[src/rtl/triplet_pkg.sv]
// Shared definitions for the search triplet sequencer.
// Assumes: status bit order is fixed and decoded by the search walker.
package triplet_pkg;
    localparam int STAT_W   = 3;
    localparam int STAT_ID  = 0;
    localparam int STAT_CMP = 1;
    localparam int STAT_DIR = 2;

    typedef enum logic [1:0] {
        ST_IDLE   = 2'd0,
        ST_RD_ID  = 2'd1,
        ST_RD_CMP = 2'd2,
        ST_WR_DIR = 2'd3
    } trip_state_t;
endpackage

[src/rtl/triplet_decide.sv]
// Branch decision for one triplet: maps identity/complement bits and the
// preferred branch to abort flag, branch taken and packed status.
// Assumes: inputs are stable when the result is used (pure combinational).
module triplet_decide
    import triplet_pkg::*;
(
    input  logic              id_bit_i,
    input  logic              cmp_bit_i,
    input  logic              pref_i,
    output logic              abort_o,
    output logic              dir_o,
    output logic [STAT_W-1:0] stat_o
);
    // Choose branch: conflict uses preference, single one follows identity bit.
    always_comb begin
        abort_o = id_bit_i & cmp_bit_i;
        if (!id_bit_i && !cmp_bit_i) dir_o = pref_i;
        else if (abort_o)            dir_o = 1'b0;
        else                         dir_o = id_bit_i;
        stat_o           = '0;
        stat_o[STAT_ID]  = id_bit_i;
        stat_o[STAT_CMP] = cmp_bit_i;
        stat_o[STAT_DIR] = dir_o;
    end
endmodule

[src/rtl/triplet_seq.sv]
// Slot sequencer: requests read, read, then (unless aborted) a write slot,
// and signals completion with the packed status.
// Assumes: the slot engine acknowledges each request with a one-cycle pulse.
module triplet_seq
    import triplet_pkg::*;
(
    input  logic              clk,
    input  logic              rst_n,
    input  logic              start_i,
    input  logic              pref_i,
    input  logic              slot_ack_i,
    input  logic              slot_rbit_i,
    input  logic              dec_abort_i,
    input  logic              dec_dir_i,
    input  logic [STAT_W-1:0] dec_stat_i,
    output logic              id_q_o,
    output logic              pref_q_o,
    output logic              slot_req_o,
    output logic              slot_wbit_o,
    output logic              busy_o,
    output logic              fin_o,
    output logic [STAT_W-1:0] fin_stat_o
);
    trip_state_t       state;
    logic              id_q, pref_q, dir_q;
    logic [STAT_W-1:0] stat_q;

    // State walk and capture of read bits, preference and decision.
    always_ff @(posedge clk) begin
        if (!rst_n) begin
            state  <= ST_IDLE;
            id_q   <= 1'b0;
            pref_q <= 1'b0;
            dir_q  <= 1'b0;
            stat_q <= '0;
        end else begin
            unique case (state)
                ST_IDLE: if (start_i) begin
                    pref_q <= pref_i;
                    state  <= ST_RD_ID;
                end
                ST_RD_ID: if (slot_ack_i) begin
                    id_q  <= slot_rbit_i;
                    state <= ST_RD_CMP;
                end
                ST_RD_CMP: if (slot_ack_i) begin
                    stat_q <= dec_stat_i;
                    dir_q  <= dec_dir_i;
                    state  <= dec_abort_i ? ST_IDLE : ST_WR_DIR;
                end
                ST_WR_DIR: if (slot_ack_i) state <= ST_IDLE;
                default: state <= ST_IDLE;
            endcase
        end
    end

    // Slot command and completion outputs.
    always_comb begin
        slot_req_o  = (state != ST_IDLE);
        busy_o      = (state != ST_IDLE);
        slot_wbit_o = (state == ST_WR_DIR) ? dir_q : 1'b1;
        fin_o       = slot_ack_i && ((state == ST_WR_DIR) ||
                                     ((state == ST_RD_CMP) && dec_abort_i));
        fin_stat_o  = (state == ST_WR_DIR) ? stat_q : dec_stat_i;
        id_q_o      = id_q;
        pref_q_o    = pref_q;
    end

    // a pending request holds with stable value until acknowledged.
    assert_req_hold_R10: assert property (@(posedge clk) disable iff (!rst_n)
        (slot_req_o && !slot_ack_i) |=> (slot_req_o && $stable(slot_wbit_o)));

    // a triplet only begins from an accepted start request.
    assert_busy_from_start_R9: assert property (@(posedge clk) disable iff (!rst_n)
        $rose(busy_o) |-> $past(start_i));

    // the slot after a completed first read is again a read slot.
    assert_second_read_R2: assert property (@(posedge clk) disable iff (!rst_n)
        (state == ST_RD_ID && slot_ack_i) |=> (slot_req_o && slot_wbit_o));
endmodule

[src/rtl/triplet_result.sv]
// Result register: presents the packed status with a one-cycle done strobe
// and holds it until the next completion.
// Assumes: fin_i is a single-cycle pulse from the sequencer.
module triplet_result
    import triplet_pkg::*;
(
    input  logic              clk,
    input  logic              rst_n,
    input  logic              fin_i,
    input  logic [STAT_W-1:0] fin_stat_i,
    output logic              done_o,
    output logic [STAT_W-1:0] status_o
);
    // Register status and strobe on completion.
    always_ff @(posedge clk) begin
        if (!rst_n) begin
            done_o   <= 1'b0;
            status_o <= '0;
        end else begin
            done_o <= fin_i;
            if (fin_i) status_o <= fin_stat_i;
        end
    end

    // done lasts exactly one cycle.
    assert_done_pulse_R8: assert property (@(posedge clk) disable iff (!rst_n)
        done_o |=> !done_o);

    // status only moves on a completion.
    assert_status_held_R8: assert property (@(posedge clk) disable iff (!rst_n)
        !fin_i |=> $stable(status_o));

    // an error pattern never reports a branch.
    assert_abort_no_dir_R4: assert property (@(posedge clk) disable iff (!rst_n)
        (done_o && status_o[STAT_ID] && status_o[STAT_CMP]) |-> !status_o[STAT_DIR]);

    // a single one always reports the identity bit as the branch.
    assert_forced_dir_R6: assert property (@(posedge clk) disable iff (!rst_n)
        (done_o && (status_o[STAT_ID] != status_o[STAT_CMP])) |->
            (status_o[STAT_DIR] == status_o[STAT_ID]));
endmodule

[src/rtl/search_triplet.sv]
// Top of the search triplet sequencer: sequencer, decision and result stages.
// Assumes: one bit-slot engine, one outstanding slot at a time.
module search_triplet
    import triplet_pkg::*;
(
    input  logic              clk,
    input  logic              rst_n,
    input  logic              start_i,
    input  logic              pref_dir_i,
    output logic              slot_req_o,
    output logic              slot_wbit_o,
    input  logic              slot_ack_i,
    input  logic              slot_rbit_i,
    output logic              busy_o,
    output logic              done_o,
    output logic [STAT_W-1:0] status_o
);
    logic              id_q, pref_q, dec_abort, dec_dir, fin;
    logic [STAT_W-1:0] dec_stat, fin_stat;

    triplet_seq u_seq (
        .clk         (clk),
        .rst_n       (rst_n),
        .start_i     (start_i),
        .pref_i      (pref_dir_i),
        .slot_ack_i  (slot_ack_i),
        .slot_rbit_i (slot_rbit_i),
        .dec_abort_i (dec_abort),
        .dec_dir_i   (dec_dir),
        .dec_stat_i  (dec_stat),
        .id_q_o      (id_q),
        .pref_q_o    (pref_q),
        .slot_req_o  (slot_req_o),
        .slot_wbit_o (slot_wbit_o),
        .busy_o      (busy_o),
        .fin_o       (fin),
        .fin_stat_o  (fin_stat)
    );

    triplet_decide u_dec (
        .id_bit_i  (id_q),
        .cmp_bit_i (slot_rbit_i),
        .pref_i    (pref_q),
        .abort_o   (dec_abort),
        .dir_o     (dec_dir),
        .stat_o    (dec_stat)
    );

    triplet_result u_res (
        .clk        (clk),
        .rst_n      (rst_n),
        .fin_i      (fin),
        .fin_stat_i (fin_stat),
        .done_o     (done_o),
        .status_o   (status_o)
    );
endmodule

[config.mk]
export PLATFORM = sky130hd
export DESIGN_NAME = search_triplet
export DESIGN_NICKNAME = d
export VERILOG_FILES = /design/src/rtl/triplet_pkg.sv /design/src/rtl/triplet_decide.sv /design/src/rtl/triplet_seq.sv /design/src/rtl/triplet_result.sv /design/src/rtl/search_triplet.sv
export SDC_FILE = /design/constraint.sdc
export NUM_CORES = 1
export LEC_CHECK = 0
export BUFFER_PORTS_ARGS = -buffer_cell sky130_fd_sc_hd__buf_4
export CAP_MARGIN = 0
export CORE_MARGIN = 2
export CORE_UTILIZATION = 45
export DETAILED_ROUTE_END_ITERATION = 10
export PLACE_DENSITY = 0.69
export SYNTH_ARGS = -nofsm -noshare
export SYNTH_HDL_FRONTEND = slang
export SYNTH_HIERARCHICAL = 1
export SYNTH_SLANG_ARGS = --single-unit
[constraint.sdc]
create_clock -name clk -period 1.3 [get_ports clk]
set_clock_uncertainty 0.2 [all_clocks]
set_input_delay 0.13 -clock clk [delete_from_list [all_inputs] [get_ports clk]]
set_output_delay 0.13 -clock clk [all_outputs]
set_load 0.01 [all_outputs]
# Word level (Yosys, flattened, before mapping)
# Cells that the tools add are included.
dict set report op_classes {
  mux 10
  n_reduce_logical 12
  addsub 0
  n_div 0
  n_shift 0
  eq_ne 7
  multipliers 0
  bitwise 1
  n_lt_le_gt_ge 0
}
# op n
set ops {}
lappend ops {{2-to-1 mux 2 bit} 5}
lappend ops {{!= test 2 bit, second input constant} 4}
lappend ops {{case mux 2 bit (4 select lines)} 1}
lappend ops {{AND reduction 2 bit} 3}
lappend ops {{equality test 2 bit, second input constant} 2}
lappend ops {{AND reduction 4 bit} 1}
lappend ops {{logical AND 1 bit} 3}
lappend ops {{2-to-1 mux 1 bit} 3}
lappend ops {{2-to-1 mux 3 bit} 1}
lappend ops {{equality test 2 x 1 -> 1 bit, second input constant} 1}
lappend ops {{logical NOT 1 bit} 2}
lappend ops {{logical NOT 2 bit} 1}
lappend ops {{nonzero test 2 bit} 1}
lappend ops {{AND 1 bit} 1}
lappend ops {{logical OR 1 bit} 1}
dict set report word_totals {
  mem_bits_rw 0
  n_memories 0
  latch_bits 0
  romBits 0
  wordCells 37
  register_bits 12
}

# Depth between registers and ports, before layout
# Gate-level depths: netlist of the first run.
dict set report depth {
  word_depth 4
  depth_mapped 5
  mapped_depth_nobuf 4
}

# Hierarchy
# Netlist of the first run, hierarchy kept.
# module seq_area_each_um2 instances cells_per_inst area_each_um2
set by_module_without_submodules {}
lappend by_module_without_submodules {triplet_seq 160.2 1 48 434.2}
lappend by_module_without_submodules {triplet_result 80.1 1 11 136.4}
lappend by_module_without_submodules {triplet_decide 0.0 1 5 40.0}

# Worst setup path after synthesis of the first run
# OpenSTA, ideal clock, no wires.
dict set report synth_timing {
  kind {register -> register}
  from {reg u_seq.id_q, in the netlist u_seq/id_q_o}
  to {reg u_res.status_o[2]}
  path_stages_with_launch 6
  t_required_ns 0.984
  setup_ns 0.116
  period_less_slack_ns 1.345
  n_path_buf 1
  slack_ns -0.045
  arrival_ns 1.029
  cell_sequence {dfxtp_1 -> o21ba_1 -> buf_4 -> mux2_2 -> mux2i_1 -> nor2b_1}
}
dict set report synth_via {
  elab_chain_len 4
  word_cells_on_any_way 9
}
# item line_no
set synth_rtl {}
lappend synth_rtl {{from (decl)} triplet_seq.sv:25} ;# logic id_q, pref_q, dir_q;
lappend synth_rtl {{from (signal assigned)} triplet_seq.sv:43} ;# id_q <= slot_rbit_i;
lappend synth_rtl {{AND 1 bit or logical NOT 1 bit (tied branches)} {triplet_decide.sv:16, triplet_decide.sv:17}}
lappend synth_rtl {{2-to-1 mux 1 bit or logical AND 1 bit (tied branches)} {triplet_decide.sv:18, triplet_decide.sv:17}}
lappend synth_rtl {{2-to-1 mux 1 bit *} triplet_decide.sv:17} ;# if (!id_bit_i && !cmp_bit_i) dir_o = pref_i;
lappend synth_rtl {{named net dec_dir} search_triplet.sv:18} ;# logic id_q, pref_q, dec_abort, dec_dir, fin;
lappend synth_rtl {{2-to-1 mux 3 bit *} triplet_seq.sv:64} ;# fin_stat_o = (state == ST_WR_DIR) ? stat_q : dec_stat_i;
lappend synth_rtl {{named net fin_stat[2]} search_triplet.sv:19} ;# logic [STAT_W-1:0] dec_stat, fin_stat;
lappend synth_rtl {{to (signal assigned)} triplet_result.sv:21} ;# if (fin_i) status_o <= fin_stat_i;
lappend synth_rtl {{to (decl)} triplet_result.sv:12} ;# output logic [STAT_W-1:0] status_o
# Mark *: on every way through the listed nets, which the timed path passes. The rest lies on a longest branch.
# A chain may end at the register's enable or synchronous reset.

# Final worst setup path of the first run
dict set report layout_timing {
  from {reg u_seq.state[1]}
  to {out slot_wbit_o}
}
dict set report layout_via {
  elab_chain_len 2
}
# item line_no
set layout_rtl {}
lappend layout_rtl {{from (decl)} triplet_seq.sv:24} ;# trip_state_t state;
lappend layout_rtl {{from (signal assigned)} triplet_seq.sv:49} ;# state <= dec_abort_i ? ST_IDLE : ST_WR_DIR;
lappend layout_rtl {{equality test 2 bit} triplet_seq.sv:61} ;# slot_wbit_o = (state == ST_WR_DIR) ? dir_q : 1'b1;
lappend layout_rtl {{2-to-1 mux 1 bit} triplet_seq.sv:61}
lappend layout_rtl {{to (decl)} search_triplet.sv:11} ;# output logic slot_wbit_o,
# Every way passes these cells.

==> out/summary.txt, run 1 <==
initial cell density of the core = 47.5%
NetSw = 212 uW
Mean Syn Cell Area = 9.54 um^2
diode count = 0
Reg-to-Reg Start = u_seq/state[1]
Detail Placement HPWL = 822 um
share of the synthesized area in the top cell type = 39.3%
# port buffers = 12
Placed Instances = 89
CTS sink cnt = 12
setup slack, reg-to-reg = -0.04 ns
Die Width = 40.8 um
sequential share of the synthesized area = 39.3%
sequential group share of total power = 45.5%
Final #Nets = 92
Gate power share = 20.1%
I/O pin count = 13
routed vias/inst = 5.20
Worst VDD drop = 750 uV
clock network power share = 34.4%
hold_ws = 0.0290 ns
outcome = finished, violations left
core area = 0.00128 mm^2
Worst Hold Endpoint = u_seq/id_q_o
die height = 40.8 um
largest net degree at the start of global routing = 20
CP startpoint kind = register
Synthesized Nets = 70
Row Count = 13
number of cells on the worst reg-to-reg path = 5
Setup WS pre-CTS = -0.0566 ns
Critical Path AT = 1.04 ns
share of cells above drive strength 1 = 45.9%
routed len/inst = 13.9 um
Tot Pwr = 867 uW
1st-pass router iterations = 4
Req. time, crit path = 0.97 ns
post-route ant nets = 0
drt drc = 0
min Tclk post-route = 1.37 ns
fin cells = 100
Min-Delay Path Class = in2reg
GP Congestion = 0.737
initial DRC count = 13
PD cells = 998 mW/mm^2
Yosys reg bits = 12
Syn Inst Count = 64
violated checks = setup timing
Hold Path Depth = 3
antenna violations before repair = 0
Synth Warn # = 6
fin crit share = 105%
first-pass GRT wire length = 2.10 mm
layout overhead on the synthesized area = 42.2%
Num CTS Buffers = 3
clock latency on the worst-skew pair = 0.27 ns
GRT Overall Usage = 20.4%
Net Sw Frac = 24.4%
Fin. Hold Viols = 0
number of global-route vias before repair = 465
Synth Cell Area = 611 um^2
final slew viol count = 0
Pint = 655 uW
RSZ-0062 raised after global routing = true
Clock Path Buffers = 2
post-synth top area cell = dfxtp_1
worst r2r dst = u_res/status_o[0]
setup violators final = 7
Synth cell types = 19
Slew HR = 88.3%
CP Class = reg2out
CP endpoint kind = primary output
Worst Min Path Start = slot_ack_i
worst-path maximum fanout = 4
CTS tree = built
achievable clock frequency = 730 MHz
post-route setup slack = -0.0691 ns
MaxCap Viol Count = 0
CTS root buf = clkbuf_4
fin util = 67.6%
Filler cells = 96
grt total ovfl = 0
Leak Pwr = 0.405 nW
synth top area cells = dfxtp_1, mux2i_1, nand2_1, mux2_2, buf_4
worst slew pin tran = 0.175 ns
Post-Route WL = 1.39 mm
clk slew on worst S/H paths = 0.07 ns
via count = 520
die area = 0.00167 mm^2
H-tree Lvls = 1
## cells in the mapped netlist
cell,number
and2_2,2
and3b_1,2
buf_2,1
buf_4,4
buf_6,2
dfxtp_1,12
inv_1,1
mux2_2,3
mux2i_1,9
nand2_1,15
nand3b_1,1
nor2b_1,4
nor3b_1,1
o211a_1,1
o21a_1,1
o21ba_1,1
o22ai_1,1
o311a_1,1
or2_2,2
## worst max path at each step
| stage | to | from | cells past startpoint |
|---|---|---|---|
| floorplan | u_res/status_o[2] | u_seq/id_q_o | 5 |
| global placement | u_res/status_o[0] | u_seq/id_q_o | 4 |
| detailed placement | u_res/status_o[0] | u_seq/id_q_o | 4 |
| CTS | slot_wbit_o | u_seq/state[0] | 3 |
| global route | u_res/status_o[1] | u_seq/state[1] | 5 |
| finish | slot_wbit_o | u_seq/state[1] | 3 |
## stage by stage
step	TNS [ns]	area, um^2
6_report	-0.268	868
5_1_grt	-0.689	868
3_5_place_dp	-0.165	703
4_1_cts	-0.253	842
2_1_floorplan	-0.0287	614
3_3_place_gp	-0.104	703
## area by class of cell
class	count	area, um^2	share of cell area [%]
inverters	1	3.75	0.432
well taps	15	18.8	2.16
multi-input cells	44	354	40.8
flip-flops and latches	12	249	28.7
repair buffers	24	206	23.8
clock buffers	4	36.3	4.18
## cells in the final DEF (no fill, tap or decap), drive strengths merged, types with 2 or more instances in the layout
cell type    netlist  routed
buf                7      21
nand2             15      15
dfxtp             12      12
mux2i              9       9
nor2b              4       4
clkbuf             0       4
dlygate4sd3        0       3
mux2               3       3
or2                2       2
and2               2       2
and3b              2       2
## cells by family (layout without fill, tap and decap cells)
| kind of cell | Yosys count | after routing | share of synthesized area, % |
|---|---|---|---|
| AOI/OAI and AO/OA | 5 | 5 | 7.17 |
| buffers and inverters | 8 | 29 | 10.0 |
| DFF | 12 | 12 | 39.3 |
| muxes | 12 | 12 | 20.3 |
| and+or+nand+nor | 27 | 27 | 23.2 |
## power groups by stage
stage | Combinational (mW) | Sequential, mW | Clock, mW
2_1_floorplan | 0.0880 | 0.396 | 0
3_3_place_gp | 0.120 | 0.399 | 0
3_5_place_dp | 0.121 | 0.400 | 0
4_1_cts | 0.164 | 0.392 | 0.305
5_1_grt | 0.186 | 0.395 | 0.324
6_report | 0.174 | 0.394 | 0.298
## routing by layer
metal / vias to the layer above / share of wire (%) / global-route usage, %
met5: - / 0 / 0
met4: 0 / 1.1 / 10.0
met3: 4 / 3.6 / 4.89
met2: 14 / 52 / 35.9
met1: 251 / 43 / 22.4
li1: 251 / - / -
## sequential cells by signal (all words and copies together) (netlist names)
name            count
u_seq/state         2
u_seq/pref_q_o      1
u_res/status_o      3
u_seq/stat_q        3
u_res/done_o        1
u_seq/dir_q         1
u_seq/id_q_o        1
## critical path, stage by stage, from the launching register on
cell and delay, ns:
dfxtp_4 0.38, nand2_4 0.06, or2_4 0.22, buf_6 0.12
## repair_timing
action                     in CTS  in global routing
pin swaps                       5                  3
setup endpoints to repair       9                 12
hold endpoints to repair        8                  0
hold buffers                    3                  0
resized for setup              12                  8
buffers inserted                4                  0
Note: power is estimated with default switching activity, not from simulation.
==> run 2, diff against run 1 <==
--- a/config.mk
+++ b/config.mk
@@ -5,12 +5,13 @@
 export SDC_FILE = /design/constraint.sdc
 export NUM_CORES = 1
 export LEC_CHECK = 0
+export ABC_AREA = 1
 export BUFFER_PORTS_ARGS = -buffer_cell sky130_fd_sc_hd__buf_4
 export CAP_MARGIN = 0
 export CORE_MARGIN = 2
 export CORE_UTILIZATION = 45
 export DETAILED_ROUTE_END_ITERATION = 10
-export PLACE_DENSITY = 0.69
+export PLACE_DENSITY = 0.7
 export SYNTH_ARGS = -nofsm -noshare
 export SYNTH_HDL_FRONTEND = slang
 export SYNTH_HIERARCHICAL = 1
==> constraint.sdc (replaced) <==
create_clock -name clk -period 1.3 [get_ports clk]
set_clock_uncertainty 0.2 [all_clocks]
set_input_delay 0.26 -clock clk [delete_from_list [all_inputs] [get_ports clk]]
set_output_delay 0.26 -clock clk [all_outputs]
set_load 0.01 [all_outputs]
==> run 2 against run 1 <==
The run still ends with setup timing left. Sequential share of layout area down 0.71 points. Combinational power grew 130%. Global-route usage is 0.62 points higher. Synthesized cell count is 42% higher. Critical path depth is the same. Wire length is 0.94% higher. Final cell count is 32% higher. Non-clock buffer count grew 3. Hold slack worse by 0.011 ns. Synthesized area shrank 0.82%. Count of clock-buffer cells in the layout stayed put. Highest routed layer unchanged.
==> out/summary.txt, run 2 <==
fin crit share = 116% (+11 points)
most common cell in the synthesized netlist = nand2_1
layout overhead on the synthesized area = 46.3%
post-synth top area cell = dfxtp_1
core area = 0.00128 mm^2 (unchanged)
achievable clock frequency = 661 MHz (-9.5%)
Placed Area = 748 um^2 (+6.4%)
worst slew pin tran = 0.166 ns (-0.00844 ns)
Final #Nets = 124 (+35%)
number of cells on the worst reg-to-reg path = 7 (+2)
CP endpoint kind = primary output
Clock Path Buffers = 2 (unchanged)
violated checks = setup timing
setup slack, reg-to-reg = -0.14 ns (-0.10 ns)
antenna violations before repair = 0 (unchanged)
Row Count = 13 (unchanged)
CTS root buf = clkbuf_4
Seq. cell area = 248 um^2 (-0.50%)
Fin. Hold Viols = 0 (unchanged)
die height = 40.7 um (-0.37%)
CP startpoint kind = register
routed len/inst = 10.6 um (-24%)
drt drc = 0 (unchanged)
Critical Path AT = 1.05 ns (about the same)
sequential share of the synthesized area = 39.7% (+0.33 points)
1st-pass router iterations = 4 (unchanged)
Reg-to-Reg Start = u_seq/state[0]
MaxCap Viol Count = 0 (unchanged)
post-route setup slack = -0.212 ns (-0.143 ns)
GP Congestion = 0.745 (+1.1%)
# port buffers = 12 (unchanged)
number of global-route vias before repair = 554 (+19%)
Placed Instances = 123 (+38%)
Synth Cell Area = 606 um^2 (-0.82%)
synth top area cells = dfxtp_1, nand2_1, nor2_1, inv_1, nor2_2
Hold Path Depth = 3 (unchanged)
top_reg_cell synth = dfxtp_1
GRT Overall Usage = 21.0% (+0.62 points)
first-pass GRT wire length = 2.10 mm (+0.33%)
min Tclk post-route = 1.51 ns (+0.143 ns)
outcome = finished, violations left
diode count = 0 (unchanged)
I/O pin count = 13 (unchanged)
Syn Inst Count = 91 (+42%)
largest registers = u_res/status_o: 3 flops, u_seq/stat_q: 3 flops, u_seq/state: 2 flops
Detail Placement HPWL = 915 um (+11%)
Mean Syn Cell Area = 6.65 um^2 (-30%)
Slew HR = 88.9% (+0.53 points)
most common cell after layout, fill and taps aside = buf_4
CP peak stage delay = 0.37 ns (about the same)
Post-Route WL = 1.40 mm (+0.94%)
Post-synth top cells = nand2_1, nor2_1, dfxtp_1
setup violators final = 12 (+5)
Synth cell types = 17 (-2)
Yosys reg bits = 12 (unchanged)
share of the synthesized area in the top cell type = 39.7% (+0.33 points)
Async S/R FF share, synth = 0% (unchanged)
area of the multi-input gates = 295 um^2 (-17%)
CTS tree = built
Worst VDD drop = 671 uV (-11%)
Die Width = 40.7 um (-0.37%)
CTS sink cnt = 12 (unchanged)
H-tree Lvls = 1 (unchanged)
Min-Delay Path Class = in2reg
CP cell instances = nand2_2 > or2_1 > buf_6
Req. time, crit path = 0.84 ns (-0.13 ns)
worst-path maximum fanout = 4 (unchanged)
Leak Pwr = 0.452 nW (+12%)
commonest cells after routing, fill and taps aside = buf_4, nand2_1, nor2_1
Worst Min Path Start = pref_dir_i
die area = 0.00166 mm^2 (-0.73%)
via count = 626 (+20%)
number of flops mapped to enable cells by yosys = 0 (unchanged)
Filler cells = 104 (+8.3%)
largest net degree at the start of global routing = 13 (-35%)
Num CTS Buffers = 3 (unchanged)
slowest cell on the critical path = dfxtp_4
PD cells = 1280 mW/mm^2 (+28%)
CP Class = reg2out
Synth Warn # = 6 (unchanged)
Setup WS pre-CTS = -0.0148 ns (+0.0418 ns)
initial cell density of the core = 47.1% (-0.39 points)
routed vias/inst = 4.74 (-8.8%)
fin util = 68.9% (+1.4 points)
share of cells above drive strength 1 = 43.6% (-2.3 points)
initial DRC count = 10 (-3)
post-route ant nets = 0 (unchanged)
clock latency on the worst-skew pair = 0.28 ns (about the same)
final slew viol count = 0 (unchanged)
RSZ-0062 raised after global routing = true
post-route cell area = 886 um^2 (+2.0%)
grt total ovfl = 0 (unchanged)
Synthesized Nets = 97 (+39%)
Worst Hold Endpoint = u_seq/pref_q_o
worst r2r dst = u_seq/dir_q
clk slew on worst S/H paths = 0.07 ns (about the same)
fin cells = 132 (+32%)
run 2: worst max path at each step:
stage	start	to	slack, ns
floorplan	u_seq/state[1]	slot_wbit_o	0.06
global placement	u_seq/state[0]	slot_wbit_o	-0.01
detailed placement	u_seq/state[0]	slot_wbit_o	-0.01
CTS	u_seq/state[1]	slot_wbit_o	-0.20
global route	u_seq/state[0]	busy_o	-0.25
finish	u_seq/state[1]	slot_wbit_o	-0.21
run 2: layout make-up:
class | instances | area share, %
repair buffers | 27 | 26.4
clock buffers | 4 | 4.10
well taps | 15 | 2.12
flip-flops and latches | 12 | 28.0
multi-input cells | 61 | 33.3
inverters | 13 | 6.07
run 2: repair_timing:
action	CTS	global route
cloned	0	0
pin swaps	7	4
hold buffers	0	0
resized for setup	12	8
buffers inserted	4	1
setup endpoints to repair	6	12
run 2: through the flow:
step                hold slack (ns)  TNS [ns]  total power [mW]
floorplan                     0.158         0             0.619
global placement              0.263   -0.0148             0.716
detailed placement            0.263   -0.0202             0.722
CTS                          0.0230    -0.964              1.10
global route                 0.0433     -1.84              1.20
finish                       0.0179     -1.23              1.14
run 2: cells by family (layout without fill, tap and decap cells):
logic type,count (synthesis),after routing,share of synthesized area [%]
buffers and inverters,18,44,14.9
flip-flops,12,12,39.7
AND/OR/NAND/NOR,53,53,38.4
AO/OA/AOI/OAI,8,8,7.02
run 2: critical path: cells and delay by family (launching register included):
family / cells / cell delay, ns
flip-flops: 1 / 0.37
buffers and inverters: 1 / 0.12
AND/OR/NAND/NOR: 2 / 0.28
run 2: routing by layer:
metal	vias up	share of wire, %	track usage, %
met5	-	0	0
met4	0	3.4	17.5
met3	5	4.1	4.89
met2	17	55	38.5
met1	282	38	19.3
li1	322	-	-
run 2: where the power goes:
group,total (mW),internal [mW],switching (mW)
clock network,0.307,0.171,0.136
registers,0.435,0.407,0.0281
logic,0.393,0.211,0.182
total,1.14,0.788,0.347
